$ cat src/rtl/crlu_pkg.sv
// Shared types for the condition register bit-logic unit.
// Assumes the fixed 32-bit instruction format with MSB-first bit numbering.
package crlu_pkg;

    localparam int INSN_W = 32;
    localparam int XO_W   = 10;

    localparam logic [5:0] PRIM_CRLOGIC = 6'd19;

    localparam logic [XO_W-1:0] XO_FCOPY = 10'd0;
    localparam logic [XO_W-1:0] XO_NOR   = 10'd33;
    localparam logic [XO_W-1:0] XO_ANDC  = 10'd129;
    localparam logic [XO_W-1:0] XO_XOR   = 10'd193;
    localparam logic [XO_W-1:0] XO_NAND  = 10'd225;
    localparam logic [XO_W-1:0] XO_AND   = 10'd257;
    localparam logic [XO_W-1:0] XO_EQV   = 10'd289;
    localparam logic [XO_W-1:0] XO_ORC   = 10'd417;
    localparam logic [XO_W-1:0] XO_OR    = 10'd449;

    typedef enum logic [1:0] {
        K_NOP  = 2'd0,
        K_BIT  = 2'd1,
        K_COPY = 2'd2,
        K_BAD  = 2'd3
    } kind_t;

    typedef enum logic [2:0] {
        F_AND  = 3'd0,
        F_ANDC = 3'd1,
        F_OR   = 3'd2,
        F_ORC  = 3'd3,
        F_NOR  = 3'd4,
        F_XOR  = 3'd5,
        F_EQV  = 3'd6,
        F_NAND = 3'd7
    } func_t;

    typedef struct packed {
        kind_t      kind;
        func_t      func;
        logic [4:0] dst;
        logic [4:0] srca;
        logic [4:0] srcb;
    } op_t;

endpackage

$ cat src/rtl/crlu_decode.sv
// Instruction decoder: splits the word into fields and classifies it.
// Assumes MSB-first numbering: instruction bit 0 is insn_i[31].
// A word with the link bit set, a foreign primary opcode, or an unlisted
// extended code is classed K_BAD; an absent word is K_NOP.
module crlu_decode
    import crlu_pkg::*;
(
    input  logic [INSN_W-1:0] insn_i,
    input  logic              valid_i,
    output op_t               op_o
);

    logic [5:0]      prim;
    logic [XO_W-1:0] xo;
    logic            link;

    assign prim = insn_i[31:26];
    assign xo   = insn_i[10:1];
    assign link = insn_i[0];

    // Classify the word and pick the Boolean function.
    always_comb begin
        op_o.dst  = insn_i[25:21];
        op_o.srca = insn_i[20:16];
        op_o.srcb = insn_i[15:11];
        op_o.func = F_AND;
        op_o.kind = K_BAD;
        if (!valid_i) begin
            op_o.kind = K_NOP;
        end else if (prim == PRIM_CRLOGIC && !link) begin
            op_o.kind = K_BIT;
            case (xo)
                XO_FCOPY: op_o.kind = K_COPY;
                XO_AND:   op_o.func = F_AND;
                XO_ANDC:  op_o.func = F_ANDC;
                XO_OR:    op_o.func = F_OR;
                XO_ORC:   op_o.func = F_ORC;
                XO_NOR:   op_o.func = F_NOR;
                XO_XOR:   op_o.func = F_XOR;
                XO_EQV:   op_o.func = F_EQV;
                XO_NAND:  op_o.func = F_NAND;
                default:  op_o.kind = K_BAD;
            endcase
        end
    end

endmodule

$ cat src/rtl/crlu_bitop.sv
// Two-input Boolean function selected by func_i. Pure combinational.
module crlu_bitop
    import crlu_pkg::*;
(
    input  logic  a_i,
    input  logic  b_i,
    input  func_t func_i,
    output logic  y_o
);

    // Evaluate the selected function.
    always_comb begin
        case (func_i)
            F_AND:   y_o = a_i & b_i;
            F_ANDC:  y_o = a_i & ~b_i;
            F_OR:    y_o = a_i | b_i;
            F_ORC:   y_o = a_i | ~b_i;
            F_NOR:   y_o = ~(a_i | b_i);
            F_XOR:   y_o = a_i ^ b_i;
            F_EQV:   y_o = ~(a_i ^ b_i);
            default: y_o = ~(a_i & b_i);
        endcase
    end

endmodule

$ cat src/rtl/crlu_update.sv
// Next-state logic for the register: reads two bits, combines them, and
// inserts the result, or moves one field onto another.
// Assumes index i maps to physical bit REG_W-1-i, and field f covers
// indices FIELD_W*f .. FIELD_W*f+FIELD_W-1.
module crlu_update
    import crlu_pkg::*;
#(
    parameter int REG_W   = 32,
    parameter int FIELD_W = 4
) (
    input  logic [REG_W-1:0] cr_i,
    input  op_t              op_i,
    output logic [REG_W-1:0] cr_nxt_o
);

    localparam int IDX_W  = $clog2(REG_W);
    localparam int NFIELD = REG_W / FIELD_W;
    localparam int FSEL_W = $clog2(NFIELD);

    logic [IDX_W-1:0]  pa, pb, pd, dbase, sbase;
    logic [FSEL_W-1:0] fdst, fsrc;
    logic              a_bit, b_bit, res;

    // Map MSB-first indices and field numbers to physical positions.
    always_comb begin
        pa    = IDX_W'(REG_W - 1) - op_i.srca[IDX_W-1:0];
        pb    = IDX_W'(REG_W - 1) - op_i.srcb[IDX_W-1:0];
        pd    = IDX_W'(REG_W - 1) - op_i.dst[IDX_W-1:0];
        fdst  = op_i.dst[IDX_W-1 -: FSEL_W];
        fsrc  = op_i.srca[IDX_W-1 -: FSEL_W];
        dbase = IDX_W'(REG_W - 1 - FIELD_W * int'(fdst));
        sbase = IDX_W'(REG_W - 1 - FIELD_W * int'(fsrc));
    end

    assign a_bit = cr_i[pa];
    assign b_bit = cr_i[pb];

    crlu_bitop u_fn (
        .a_i    (a_bit),
        .b_i    (b_bit),
        .func_i (op_i.func),
        .y_o    (res)
    );

    // Build the next register value; untouched bits pass through.
    always_comb begin
        cr_nxt_o = cr_i;
        if (op_i.kind == K_BIT) begin
            cr_nxt_o[pd] = res;
        end else if (op_i.kind == K_COPY) begin
            cr_nxt_o[dbase -: FIELD_W] = cr_i[sbase -: FIELD_W];
        end
    end

endmodule

$ cat src/rtl/cr_bitlogic.sv
// Condition register bit-logic unit top. Holds the register, accepts at
// most one word per cycle and commits it on the same edge, so a word in
// the next cycle reads the committed value without a bypass path.
// Assumes a synchronous active-low reset.
module cr_bitlogic
    import crlu_pkg::*;
#(
    parameter int REG_W   = 32,
    parameter int FIELD_W = 4
) (
    input  logic              clk,
    input  logic              rst_n,
    input  logic [INSN_W-1:0] insn_i,
    input  logic              insn_valid_i,
    output logic              illegal_o,
    output logic [REG_W-1:0]  cr_o
);

    op_t              op;
    logic [REG_W-1:0] cr_q, cr_nxt;
    logic             illegal_q;

    crlu_decode u_dec (
        .insn_i  (insn_i),
        .valid_i (insn_valid_i),
        .op_o    (op)
    );

    crlu_update #(.REG_W(REG_W), .FIELD_W(FIELD_W)) u_upd (
        .cr_i     (cr_q),
        .op_i     (op),
        .cr_nxt_o (cr_nxt)
    );

    // Commit the register and the illegal flag each cycle.
    always_ff @(posedge clk) begin
        if (!rst_n) begin
            cr_q      <= '0;
            illegal_q <= 1'b0;
        end else begin
            cr_q      <= cr_nxt;
            illegal_q <= (op.kind == K_BAD);
        end
    end

    assign cr_o      = cr_q;
    assign illegal_o = illegal_q;

    // a bit instruction flips at most one register bit.
    a_r7_single_bit: assert property (@(posedge clk) disable iff (!rst_n)
        (rst_n && op.kind == K_BIT) |=> ($countones(cr_q ^ $past(cr_q)) <= 1));

    // a field copy alters at most one field's worth of bits.
    a_r8_copy_span: assert property (@(posedge clk) disable iff (!rst_n)
        (rst_n && op.kind == K_COPY) |=> ($countones(cr_q ^ $past(cr_q)) <= FIELD_W));

    // a malformed word raises the flag in the next cycle.
    a_r9_flag_raise: assert property (@(posedge clk) disable iff (!rst_n)
        (rst_n && op.kind == K_BAD) |=> illegal_o);

    // whenever the flag is up, the register did not move.
    a_r9_no_write: assert property (@(posedge clk) disable iff (!rst_n)
        illegal_o |-> $stable(cr_q));

    // with no word presented, the register holds and no flag follows.
    a_r11_idle_hold: assert property (@(posedge clk) disable iff (!rst_n)
        (rst_n && !insn_valid_i) |=> ($stable(cr_q) && !illegal_o));

endmodule

$ cat config.mk
export PLATFORM = sky130hd
export DESIGN_NAME = cr_bitlogic
export DESIGN_NICKNAME = d
export VERILOG_FILES = /design/src/rtl/crlu_pkg.sv /design/src/rtl/crlu_decode.sv /design/src/rtl/crlu_bitop.sv /design/src/rtl/crlu_update.sv /design/src/rtl/cr_bitlogic.sv
export SDC_FILE = /design/constraint.sdc
export NUM_CORES = 1
export LEC_CHECK = 0
export ABC_AREA = 1
export BUFFER_PORTS_ARGS = -buffer_cell sky130_fd_sc_hd__buf_2
export CAP_MARGIN = 20
export CORE_MARGIN = 10
export CORE_UTILIZATION = 60
export DETAILED_ROUTE_END_ITERATION = 6
export GPL_TIMING_DRIVEN = 0
export HOLD_SLACK_MARGIN = 0.08
export PLACE_DENSITY_LB_ADDON = 0.3
export SETUP_SLACK_MARGIN = 0.02
export SLEW_MARGIN = 20
export SYNTH_ARGS = -nofsm -noshare
export SYNTH_HDL_FRONTEND = slang
export SYNTH_HIERARCHICAL = 1
export SYNTH_SLANG_ARGS = --single-unit
$ cat constraint.sdc
create_clock -name clk -period 8.38 [get_ports clk]
set_clock_uncertainty 0.05 [all_clocks]
set_input_delay 1.257 -clock clk [delete_from_list [all_inputs] [get_ports clk]]
set_output_delay 1.257 -clock clk [all_outputs]
set_load 0.1 [all_outputs]
## Yosys cells after proc, flatten, opt, wreduce, memory -nomap -nowiden

Index checks and enable logic that the tools add are counted.

- Bits in registers: 33
- Input bits: 35
- Output and inout bits: 33
- Logic and storage cells: 65

- $add $sub $neg: 6
- $lt $le $gt $ge: 4
- Eq/ne operators: 18
- Shift-type cells: 3
- Multiplexer cells: 16
- Bitwise operators: 9
- Reduce and logical (&&, ||, !) cells: 7

Operator list:

| operator | count |
|---|---|
| bitwise mux 32 bit | 2 |
| two-way mux 32 bit | 2 |
| equality test 10 x 9 -> 1 bit (second input constant) | 4 |
| variable shift 4 x 7 -> 35 bit (first input constant) | 1 |
| indexed part select 35 x 6 -> 4 bit | 1 |
| indexed part select 4 x 7 -> 35 bit | 1 |
| equality test 10 x 8 -> 1 bit (second input constant) | 3 |
| subtractor 5 bit (first input constant) | 5 |
| one-hot mux 3 bit (7 select lines) | 1 |
| less-than comparator 5 x 6 -> 1 bit (second input constant) | 3 |
| binary-select mux 1 bit (select 5 bit) | 2 |
| equality test 10 x 6 -> 1 bit (second input constant) | 1 |
| zero test 10 bit | 1 |
| equality test 3 bit (second input constant) | 3 |
| OR reduction 8 bit | 1 |
| negation 5 -> 7 bit | 1 |
| one-hot mux 1 bit (7 select lines) | 1 |
| equality test 3 x 2 -> 1 bit (second input constant) | 2 |
| equality test 6 x 5 -> 1 bit (second input constant) | 1 |
| demux 1 bit (select 5 bit) | 1 |
| greater-or-equal comparator 5 x 1 -> 1 bit (second input constant) | 1 |
| two-way mux 5 bit | 1 |
| equality test 2 bit (second input constant) | 2 |
| NOT 1 bit | 4 |
| 13 further kinds | 18 |

## Longest topological paths before layout

Gate-level depths: netlist (run 1).

- Word-level depth: 9
- Gate-level depth with buffers: 27

## Cells and area by module

The synthesis (run 1) kept the hierarchy.

By module, submodules not included:

| module | instances | cells an instance | area an instance (um^2) |
|---|---|---|---|
| crlu_update | 1 | 510 | 2,255.9 |
| cr_bitlogic | 1 | 104 | 985.9 |
| crlu_decode | 1 | 77 | 397.9 |
| crlu_bitop | 1 | 27 | 142.6 |

## Least setup slack after synthesis (run 1)

No wires, ideal clock.

- Path type: input -> register
- Start point: in insn_i[16]
- End point: reg cr_q[10], in the netlist cr_o[10]
- Data arrival time: 3,648 ps
- Data required time: 8,221 ps
- Setup slack: 4,573 ps
- Stages: 23
- Cells stage by stage: buf_4 buf_2 inv_1 buf_2 nand2_1 nand3_1 nand3_1 nand2_1 nand2_1 nand2_1 nand2_1 nand2_1 inv_1 ha_1 nand2_1 nand3_1 nand3_1 nand2_1 clkbuf_1 o311ai_0 nand2_1 nand2_1 inv_1

- Word-level cells in the longest chain between the ends: 8
- Elaborated cells between the ends (all ways): 14
- Classes of those cells: add/sub (1); mux (5); bitwise (8)

Ends and longest elaborated chain:

| element | RTL line | text |
|---|---|---|
| from (decl) | cr_bitlogic.sv:13 | `input logic [INSN_W-1:0] insn_i,` |
| subtractor 5 bit (*) | crlu_update.sv:26 | `pa = IDX_W'(REG_W - 1) - op_i.srca[IDX_W-1:0];` |
| binary-select mux 1 bit (select 5 bit) (*) | crlu_update.sv:35 | `assign a_bit = cr_i[pa];` |
| two-way mux 1 bit (implied by the code) (*) | crlu_update.sv:35 |  |
| net u_upd.a_bit | crlu_update.sv:22 | `logic a_bit, b_bit, res;` |
| bitwise AND 1 bit (tied with other cells) | crlu_bitop.sv:14, crlu_bitop.sv:21 |  |
| NOT 1 bit (on tied branches) | crlu_bitop.sv:21, crlu_bitop.sv:18, crlu_bitop.sv:20 |  |
| one-hot mux 1 bit (7 select lines) (*) | crlu_bitop.sv:13 | `case (func_i)` |
| net u_upd.res | crlu_update.sv:22 |  |
| bitwise mux 32 bit (*) | crlu_update.sv:49 | `cr_nxt_o[pd] = res;` |
| two-way mux 32 bit (*) | crlu_update.sv:48 | `if (op_i.kind == K_BIT) begin` |
| net cr_nxt[10] | cr_bitlogic.sv:20 | `logic [REG_W-1:0] cr_q, cr_nxt;` |
| to (signal assigned) | cr_bitlogic.sv:41 | `cr_q <= cr_nxt;` |
| to (decl) | cr_bitlogic.sv:20 |  |

The timed path passes the listed nets; every way through them passes the cells marked *. The select of a mux whose other input is x is not followed.
A chain may end at the register's enable or synchronous reset.

## Worst setup path in the final report (run 1)

- Start point: in insn_i[11]
- End point: reg cr_q[8], in the netlist cr_o[8]

- Word-level cells in the longest chain between the ends: 8
- Elaborated cells between the ends (all ways): 15
- Classes of those cells: add/sub (1); mux (5); bitwise (9)

Ends and longest elaborated chain:

| element | RTL line | text |
|---|---|---|
| subtractor 5 bit (*) | crlu_update.sv:27 | `pb = IDX_W'(REG_W - 1) - op_i.srcb[IDX_W-1:0];` |
| binary-select mux 1 bit (select 5 bit) (*) | crlu_update.sv:36 | `assign b_bit = cr_i[pb];` |
| two-way mux 1 bit (implied by the code) (*) | crlu_update.sv:36 |  |
| net u_upd.b_bit | crlu_update.sv:22 |  |
| bitwise AND 1 bit (tied with other cells) | crlu_bitop.sv:14, crlu_bitop.sv:21 |  |
| NOT 1 bit (tied with other cells) | crlu_bitop.sv:21 | `default: y_o = ~(a_i & b_i);` |
| one-hot mux 1 bit (7 select lines) (*) | crlu_bitop.sv:13 |  |
| net u_upd.res | crlu_update.sv:22 |  |
| bitwise mux 32 bit (*) | crlu_update.sv:49 |  |
| two-way mux 32 bit (*) | crlu_update.sv:48 |  |
| net cr_nxt[8] | cr_bitlogic.sv:20 |  |

Marks and branches as above.

==> results of run 1 <==
worst paths after layout:
check                                 from      end  slack, ns  cells after the start
worst max-delay path            insn_i[11]  cr_o[8]       4.22                     24
worst min-delay path               cr_o[9]  cr_o[9]       0.68                      4
worst max register to register     cr_o[5]  cr_o[8]       5.44                     19
worst min register to register     cr_o[9]  cr_o[9]       0.68                      4
stage by stage:
stage | hold WS [ns] | cell area (um^2) | utilization | total power (uW)
finish | 0.678 | 4220 | 0.700 | 441
global route | 0.734 | 4220 | 0.700 | 461
CTS | 0.666 | 4220 | 0.700 | 439
detailed placement | 0.650 | 4130 | 0.686 | 320
global placement | 0.646 | 4130 | 0.686 | 316
floorplan | 1.06 | 3780 | - | 285
power by group:
group	switching [uW]	leakage [uW]	total, uW	internal, uW
Sequential	6.37	0.000267	168	161
Clock	55.2	0.0000443	120	65.1
Combinational	112	0.00217	153	41.5
Total	173	0.00248	441	268
cell type report:
class / count / area, um^2 / share of cell area
buffer: 42 / 272 / 0.0644
clock buffer: 7 / 86.3 / 0.0205
inverter: 116 / 435 / 0.103
multi-input combinational: 527 / 2410 / 0.573
sequential: 33 / 661 / 0.157
tap: 75 / 93.8 / 0.0222
timing repair buffer: 51 / 255 / 0.0605
kinds of logic after synthesis:
family | Yosys count
flops | 33
fa+ha+maj | 4
buf+inv | 158
simple gates | 427
compound gates | 96
sequential cells by signal (all words and copies together), names as in the netlist:
signal and cells:
cr_o 32, illegal_o 1
worst reg2reg max path, delay by kind of cell (launching register included):
family / cells / cell delay [ns]
DFF: 1 / 0.48
adders and majority gates: 1 / 0.29
buffers and inverters: 3 / 0.38
AOI/OAI and AO/OA: 1 / 0.48
and+or+nand+nor: 14 / 1.14
cell usage after synthesis (2+ instances only):
master,count,area [um^2]
ha_1,4,50.1
nor2_1,16,60.1
o21ai_1,2,10.0
clkbuf_1,13,48.8
o311ai_0,3,26.3
buf_8,2,30.0
nand2_2,8,50.1
nand2_1,316,1190
inv_2,3,11.3
buf_2,9,45.0
dfxtp_1,33,661
a21oi_1,41,205
o21ai_0,11,55.1
nand3_1,73,365
buf_4,15,113
nor2_2,3,18.8
nor3_2,6,60.1
o211ai_1,37,278
inv_1,112,420
metal layers:
layer | share of wire | wire length [um] | track usage | vias to the layer above
li1 | - | - | - | 2347
met2 | 0.45 | 5630 | 0.385 | 301
met5 | 0 | 0 | 0 | -
met3 | 0.11 | 1410 | 0.0450 | 32
met1 | 0.41 | 5080 | 0.299 | 2147
met4 | 0.023 | 290 | 0.0849 | 0
==> reports/qor.csv, run 1 <==
stage,metric,value,unit
final_layout,fillers,571,
detailed_routing,routed_wl,12.4,mm
timing,fmax,240,MHz
yosys,ys_ff_latch,33,
yosys,synth_top_family_by_area,simple AND/OR/NAND/NOR gates,
timing,timing.final.hold_violations,0,
final_layout,instances_no_fill,851,
final_layout,layout_common_cells,"nand2_1, inv_1, nand3_1",
setup_path,path_buf_inv,7,
floorplanning,coreArea,6030,um^2
yosys,synthAdderAreaFrac,0.0132,
detailed_routing,ant_nets,0,
floorplanning,ios,68,
detailed_routing,dr_total_vias,4827,
cts,clk_path_buf_depth,2,
timing,finalCritPeriodShare,0.496,
floorplanning,core.rowCount,28,
setup_path,path_cells,buf_4 -> buf_2 -> inv_1 -> buf_2 -> nand2_1 -> nand3_1 -> nand3_1 -> nand2_1 -> nand2_1 -> nand2_1 -> nand2_1 -> nand2_1 -> inv_1 -> ha_1 -> nand2_1 -> nand3_1 -> nand2_1 -> nand2_1 -> nand2_1 -> clkbuf_1 -> o311ai_0 -> nand2_1 -> nand2_1 -> inv_1,
floorplanning,initial_core_util,0.628,
power_and_ir_drop,p_per_area,105,nW/um^2
run_status,status,"complete, no violations",
global_route,grt_util_all_layers,0.235,
yosys,synth-edff-count,0,
cts,cts_hold_buffers,0,
placement,dp_cells,844,
setup_path,cp_slowest_cell,o311ai_0,
setup_path,cp_common_cell,nand2_1,
detailed_routing,drc_errors,0,
cts,cts-root-buf,clkbuf_8,
cts,clkTransAtPathRegs,0.06,ns
global_route,grt_pass1_vias,4268,
detailed_routing,viasPerCell,5.67,
placement,io_buffers,51,
setup_path,critPathMaxFanout,10,
setup_path,path_delay_family,simple AND/OR/NAND/NOR gates,
power_and_ir_drop,p_leak,0.00248,uW
detailed_routing,firstDrtPassIters,5,
yosys,synth_cell_type_count,30,
final_layout,fin_nets,815,
final_layout,syn2layout_area_growth,11.5,%
floorplanning,dieArea,9880,um^2
timing,layout_setup_ws,4.22,ns
cts,cts.sinks,33,
setup_path,path_class,in2reg,
cts,numCtsBuffers,5,
setup_path,start_kind,input pin,
timing,setup_viol,0,
global_route,grt_pass1_wl,19.8,mm
timing,rsz0062_at_grt,no,
final_layout,n_antenna_cell,0,
yosys,netlist_instances,718,
timing,maxSlewViolCount,0,
yosys,synthMuxAreaShare,0,
yosys,synth-warning-count,6,
run,drv_cap,0,
placement,dp_slack,4.01,ns
yosys,synth_compound_area_frac,0.155,
placement,gp_congestion,0.922,
final_layout,mostFrequentLayoutCell,nand2_1,
final_layout,layout-drive-gt1-share,0.137,
setup_path,arrival,4.29,ns
yosys,syn_area,3780,um^2
power_and_ir_drop,ir_worst_vdd,89.0,uV
global_route,grt_max_degree,11,
global_route,antenna_found_initial,0,
timing,setup_tns,0,ns
timing,relSlewSlack,0.457,
yosys,syn_nets,757,
cts,cts_tree,built,
yosys,syn_avg_cell_area,5.27,um^2
placement,place_hpwl,9.58,mm
cts,clock_latency,0.28,ns
global_route,gr-total-overflow,0,
setup_path,endpoint_kind,flip-flop,
yosys,seq_area_frac_synth,0.175,
hold_path,hold_class,reg2reg,
cts,cts_resized,0,
timing,worst_slew_pin_slew,0.812,ns
cts,post_cts_buffers,0,
detailed_routing,wire_per_inst,14.6,um
floorplanning,fp.dieH,99.4,um
yosys,synthArstFlopShare,0,
setup_path,critical_path_required,8.51,ns
yosys,yosys.area_share.simple,0.470,
timing,fin_crit,4.16,ns
yosys,synthXorXnorAreaFrac,0,
detailed_routing,drtIter0Drc,584,
setup_path,critPathMaxStageDelay,0.48,ns
floorplanning,dieWidth,99.4,um
yosys,synthFlopType,dfxtp_1,
cts,ctsHtreeMaxLevel,2,
Note: power is estimated with default switching activity, not from simulation.
==> inputs of run 2 (changes only) <==
--- a/config.mk
+++ b/config.mk
@@ -9,7 +9,7 @@
 export BUFFER_PORTS_ARGS = -buffer_cell sky130_fd_sc_hd__buf_2
 export CAP_MARGIN = 20
 export CORE_MARGIN = 10
-export CORE_UTILIZATION = 60
+export CORE_UTILIZATION = 52
 export DETAILED_ROUTE_END_ITERATION = 6
 export GPL_TIMING_DRIVEN = 0
 export HOLD_SLACK_MARGIN = 0.08
==> constraint.sdc (replaced) <==
create_clock -name clk -period 3.6 [get_ports clk]
set_clock_uncertainty 0.05 [all_clocks]
set_input_delay 0.54 -clock clk [delete_from_list [all_inputs] [get_ports clk]]
set_output_delay 0.54 -clock clk [all_outputs]
set_load 0.1 [all_outputs]
==> reports/qor.csv, run 2 (synthesized netlist as in run 1, its figures left out) <==
stage,metric,value,unit
cts,cts_tree,built,
final_layout,layout-drive-gt1-share,0.142,
global_route,gr-total-overflow,0,
placement,placed_area,4160,um^2
global_route,antenna_found_initial,0,
detailed_routing,drc_errors,0,
detailed_routing,routed_wl,12.9,mm
floorplanning,coreArea,7180,um^2
floorplanning,core.rowCount,31,
floorplanning,ios,68,
final_layout,layout_common_cells,"nand2_1, inv_1, nand3_1",
detailed_routing,drtIter0Drc,481,
hold_path,min_to,cr_o[29],
global_route,grt_pass1_wl,20.9,mm
setup_path,start_kind,input pin,
setup_path,rr_worst_depth,20,
final_layout,largest_reg_flops,32,
global_route,grt_max_degree,11,
setup_path,cp_slowest_cell,clkbuf_1,
global_route,grt_util_all_layers,0.223,
cts,numCtsBuffers,5,
setup_path,path_buf_inv,7,
timing,timing.final.hold_violations,0,
placement,io_buffers,51,
detailed_routing,ant_nets,0,
final_layout,fin_area,4270,um^2
cts,clkTransAtPathRegs,0.08,ns
timing,finalCritPeriodShare,0.927,
final_layout,n_antenna_cell,0,
setup_path,critPathMaxStageDelay,0.45,ns
hold_path,hold_class,in2reg,
setup_path,rrSetupSlack,0.78,ns
setup_path,endpoint_kind,flip-flop,
placement,gp_congestion,0.939,
floorplanning,dieArea,11100,um^2
setup_path,path_cells,buf_4 -> buf_2 -> inv_1 -> buf_2 -> nand2_1 -> nand3_1 -> nand3_1 -> nand2_1 -> nand2_1 -> nand2_1 -> nand2_1 -> nand2_1 -> inv_1 -> ha_1 -> nand2_1 -> nand3_1 -> nand2_1 -> nand2_1 -> nand2_1 -> clkbuf_1 -> o211ai_1 -> nand2_1 -> nand2_1 -> inv_1,
setup_path,arrival,3.53,ns
setup_path,r2r_end,cr_o[12],
power_and_ir_drop,ir_worst_vdd,125,uV
floorplanning,fp.dieH,105,um
detailed_routing,wire_per_inst,14.7,um
power_and_ir_drop,p_leak,0.00250,uW
setup_path,path_class,in2reg,
timing,worst_slew_pin_slew,0.728,ns
detailed_routing,firstDrtPassIters,6,
cts,ctsHtreeMaxLevel,2,
final_layout,syn2layout_area_growth,12.8,%
cts,cts_hold_buffers,0,
run_status,status,"complete, no violations",
detailed_routing,dr_total_vias,4726,
timing,setup_viol,0,
setup_path,critPathMaxFanout,10,
run,drv_cap,0,
global_route,grt_pass1_vias,4456,
timing,relSlewSlack,0.513,
timing,fin_crit,3.34,ns
setup_path,path_delay_family,buffers and inverters,
timing,maxSlewViolCount,0,
detailed_routing,viasPerCell,5.39,
setup_path,critical_path_required,3.79,ns
floorplanning,initial_core_util,0.527,
final_layout,fin_util,0.594,
floorplanning,dieWidth,105,um
cts,cts.sinks,33,
placement,place_hpwl,9.96,mm
cts,clock_latency,0.30,ns
timing,rsz0062_at_grt,no,
timing,fmax,300,MHz
final_layout,mostFrequentLayoutCell,nand2_1,
cts,cts-root-buf,clkbuf_8,
setup_path,r2r_start,cr_o[21],
hold_path,min_path_cells,3,
power_and_ir_drop,p_per_area,250,nW/um^2
final_layout,fin_nets,815,
setup_path,cp_common_cell,nand2_1,
timing,setup_tns,0,ns
cts,clk_path_buf_depth,2,
hold_path,min-delay-start,rst_n,
run 2: worst max-delay path by stage:
stage,start,endpoint,slack (ns),cells after the start
floorplan,insn_i[16],cr_o[10],0.51,23
global placement,insn_i[16],cr_o[1],0.04,26
detailed placement,insn_i[16],cr_o[8],-0.04,23
CTS,insn_i[16],cr_o[8],0.26,23
global route,insn_i[11],cr_o[8],0.02,24
finish,insn_i[16],cr_o[12],0.26,24
run 2: per-layer routing:
metal | global-route usage | wire length, um | vias to the layer above
met5 | 0 | 0 | -
met2 | 0.380 | 6080 | 260
li1 | - | - | 2354
met1 | 0.263 | 5280 | 2081
met4 | 0.0931 | 283 | 0
met3 | 0.0499 | 1230 | 31
run 2: layout make-up:
type                            instances  area, um^2
Tap cell                               99         124
Multi-Input combinational cell        527        2410
Sequential cell                        33         661
Inverter                              116         435
Fill cell                             741        2910
Timing Repair Buffer                   51         255
Buffer                                 42         274
Clock buffer                            7        96.3
Clock inverter                          1        5.00
run 2: where the power goes:
group / switching, uW / leakage, uW / internal (uW)
clock network: 144 / 0.0000542 / 173
registers: 15.1 / 0.000267 / 375
logic: 261 / 0.00218 / 97.1
total: 420 / 0.00250 / 645
run 2: per-stage QoR:
stage / hold WS, ns / total power, uW / setup WS (ns) / cells
3_3_place_gp: 0.640 / 741 / 0.0412 / 868
4_1_cts: 0.427 / 1060 / 0.263 / 876
3_5_place_dp: 0.664 / 749 / -0.0355 / 868
6_report: 0.422 / 1070 / 0.264 / 876
2_1_floorplan: 0.711 / 663 / 0.510 / 718
5_1_grt: 0.436 / 1110 / 0.0190 / 876
run 2: timing repair:
item / CTS / global route
setup endpoints to repair: 0 / 7
setup buffers: 0 / 0
gates resized for setup: 0 / 6
run 2: tightest hold or removal path, cell delays in order:
cell and delay (ns):
buf_6 0.11, nand2_1 0.05, inv_1 0.04
==> inputs of run 3 (changes only) <==
--- a/config.mk
+++ b/config.mk
@@ -14,6 +14,7 @@
 export GPL_TIMING_DRIVEN = 0
 export HOLD_SLACK_MARGIN = 0.08
 export PLACE_DENSITY_LB_ADDON = 0.3
+export REMOVE_ABC_BUFFERS = 1
 export SETUP_SLACK_MARGIN = 0.02
 export SLEW_MARGIN = 20
 export SYNTH_ARGS = -nofsm -noshare
==> reports/qor.csv, run 3 (synthesized netlist as in run 1, its figures left out) <==
stage,metric,value,unit
timing,relSlewSlack,0.486,
global_route,antenna_found_initial,0,
setup_path,start_kind,input pin,
hold_path,hold_class,in2reg,
detailed_routing,wire_per_inst,14.0,um
timing,setup_viol,0,
detailed_routing,dr_total_vias,4661,
timing,maxSlewViolCount,0,
final_layout,largest_reg_flops,32,
final_layout,fin_nets,790,
final_layout,layout-drive-gt1-share,0.128,
global_route,grt_pass1_wl,19.2,mm
cts,clock_latency,0.29,ns
cts,cts_tree,built,
final_layout,fin_area,4090,um^2
global_route,grt_pass1_vias,4123,
floorplanning,initial_core_util,0.527,
placement,io_buffers,67,
timing,worst_slew_pin_slew,0.769,ns
power_and_ir_drop,pwr-share-clk,0.278,
cts,clk_path_buf_depth,2,
timing,rsz0062_at_grt,no,
power_and_ir_drop,p_per_area,246,nW/um^2
floorplanning,dieWidth,105,um
final_layout,instances_no_fill,851,
setup_path,path_class,in2reg,
detailed_routing,routed_wl,11.9,mm
power_and_ir_drop,switching_share,0.407,
final_layout,mostFrequentLayoutCell,nand2_1,
floorplanning,coreArea,7180,um^2
placement,placed_area,4000,um^2
setup_path,endpoint_kind,flip-flop,
detailed_routing,drc_errors,0,
placement,gp_congestion,0.893,
global_route,grt_util_all_layers,0.202,
cts,cts_hold_buffers,0,
floorplanning,core.rowCount,31,
global_route,gr-total-overflow,0,
detailed_routing,ant_nets,0,
run,drv_cap,0,
cts,cts-root-buf,clkbuf_8,
power_and_ir_drop,p_int,595,uW
placement,place_hpwl,8.72,mm
cts,ctsHtreeMaxLevel,2,
cts,cts.sinks,33,
final_layout,layout_common_cells,"nand2_1, inv_1, nand3_1",
floorplanning,fp.dieH,105,um
timing,timing.final.hold_violations,0,
power_and_ir_drop,p_leak,0.00239,uW
global_route,grt_max_degree,41,
power_and_ir_drop,switchingPower,408,uW
detailed_routing,viasPerCell,5.48,
power_and_ir_drop,seq_power_share,0.389,
power_and_ir_drop,ir_worst_vdd,129,uV
final_layout,fillers,754,
final_layout,fin_util,0.569,
setup_path,critical_path_required,3.74,ns
timing,fmax,311,MHz
final_layout,syn2layout_area_growth,8.04,%
cts,clkTransAtPathRegs,0.07,ns
floorplanning,ios,68,
timing,fin_crit,3.22,ns
cts,numCtsBuffers,5,
setup_path,arrival,3.35,ns
power_and_ir_drop,comb_power_share,0.333,
floorplanning,dieArea,11100,um^2
detailed_routing,firstDrtPassIters,5,
timing,finalCritPeriodShare,0.893,
placement,dp_cells,843,
run_status,status,"complete, no violations",
final_layout,n_antenna_cell,0,
setup_path,critPathMaxFanout,31,
detailed_routing,drtIter0Drc,507,
run 3: timing repair:
action	CTS	global route
setup buffers	0	0
gates resized for setup	1	2
hold endpoints to repair	0	0
endpoints found under the setup margin	4	3
run 3: layout make-up:
type	instances	area [um^2]	area share
Inverter	116	439	0.107
Clock buffer	8	80.1	0.0196
Multi-Input combinational cell	527	2430	0.594
Timing Repair Buffer	68	355	0.0870
Sequential cell	33	661	0.162
Tap cell	99	124	0.0303
run 3: stage by stage:
step                TNS [ns]  hold WS (ns)  setup slack (ns)  total power, uW
floorplan                  0         0.576             0.347              617
global placement       -5.20         0.658            -0.291              714
detailed placement     -6.77         0.667            -0.401              725
CTS                        0         0.588             0.266             1000
global route               0         0.626            0.0643             1060
finish                     0         0.592             0.383             1000
run 3: power groups by stage:
stage	sequential [uW]	clock, uW	combinational, uW
floorplan	465	0	152
global placement	398	0	316
detailed placement	398	0	327
CTS	390	285	328
global route	392	301	363
finish	391	279	334
run 3: critical path, stage by stage:
cell and delay [ns]:
buf_2 0.19, inv_1 0.37, nand2_1 0.11, nand3_1 0.10, nand3_1 0.09, nand2_1 0.10
nand2_1 0.05, nand2_1 0.07, nand2_1 0.04, nand2_1 0.13, inv_1 0.08, ha_1 0.29
nand2_1 0.09, nand3_1 0.08, nand3_1 0.12, nand2_4 0.22, o311ai_0 0.44, nand2_1 0.09
nand2_1 0.07, inv_1 0.05
run 3: worst paths after layout:
check | slack (ns) | cells past startpoint | from | end
min | 0.59 | 5 | insn_valid_i | illegal_o
max | 0.38 | 20 | insn_i[16] | cr_o[10]
max reg2reg | 0.81 | 18 | cr_o[30] | cr_o[10]
min reg2reg | 0.68 | 6 | cr_o[17] | cr_o[17]
run 3: routing by layer:
layer	up-vias	wire length (um)	global-route usage	share of wire
li1	2310	-	-	-
met1	2080	5070	0.261	0.42
met2	246	5400	0.326	0.45
met3	25	1230	0.0469	0.10
met4	0	241	0.0637	0.020
met5	-	0	0	0
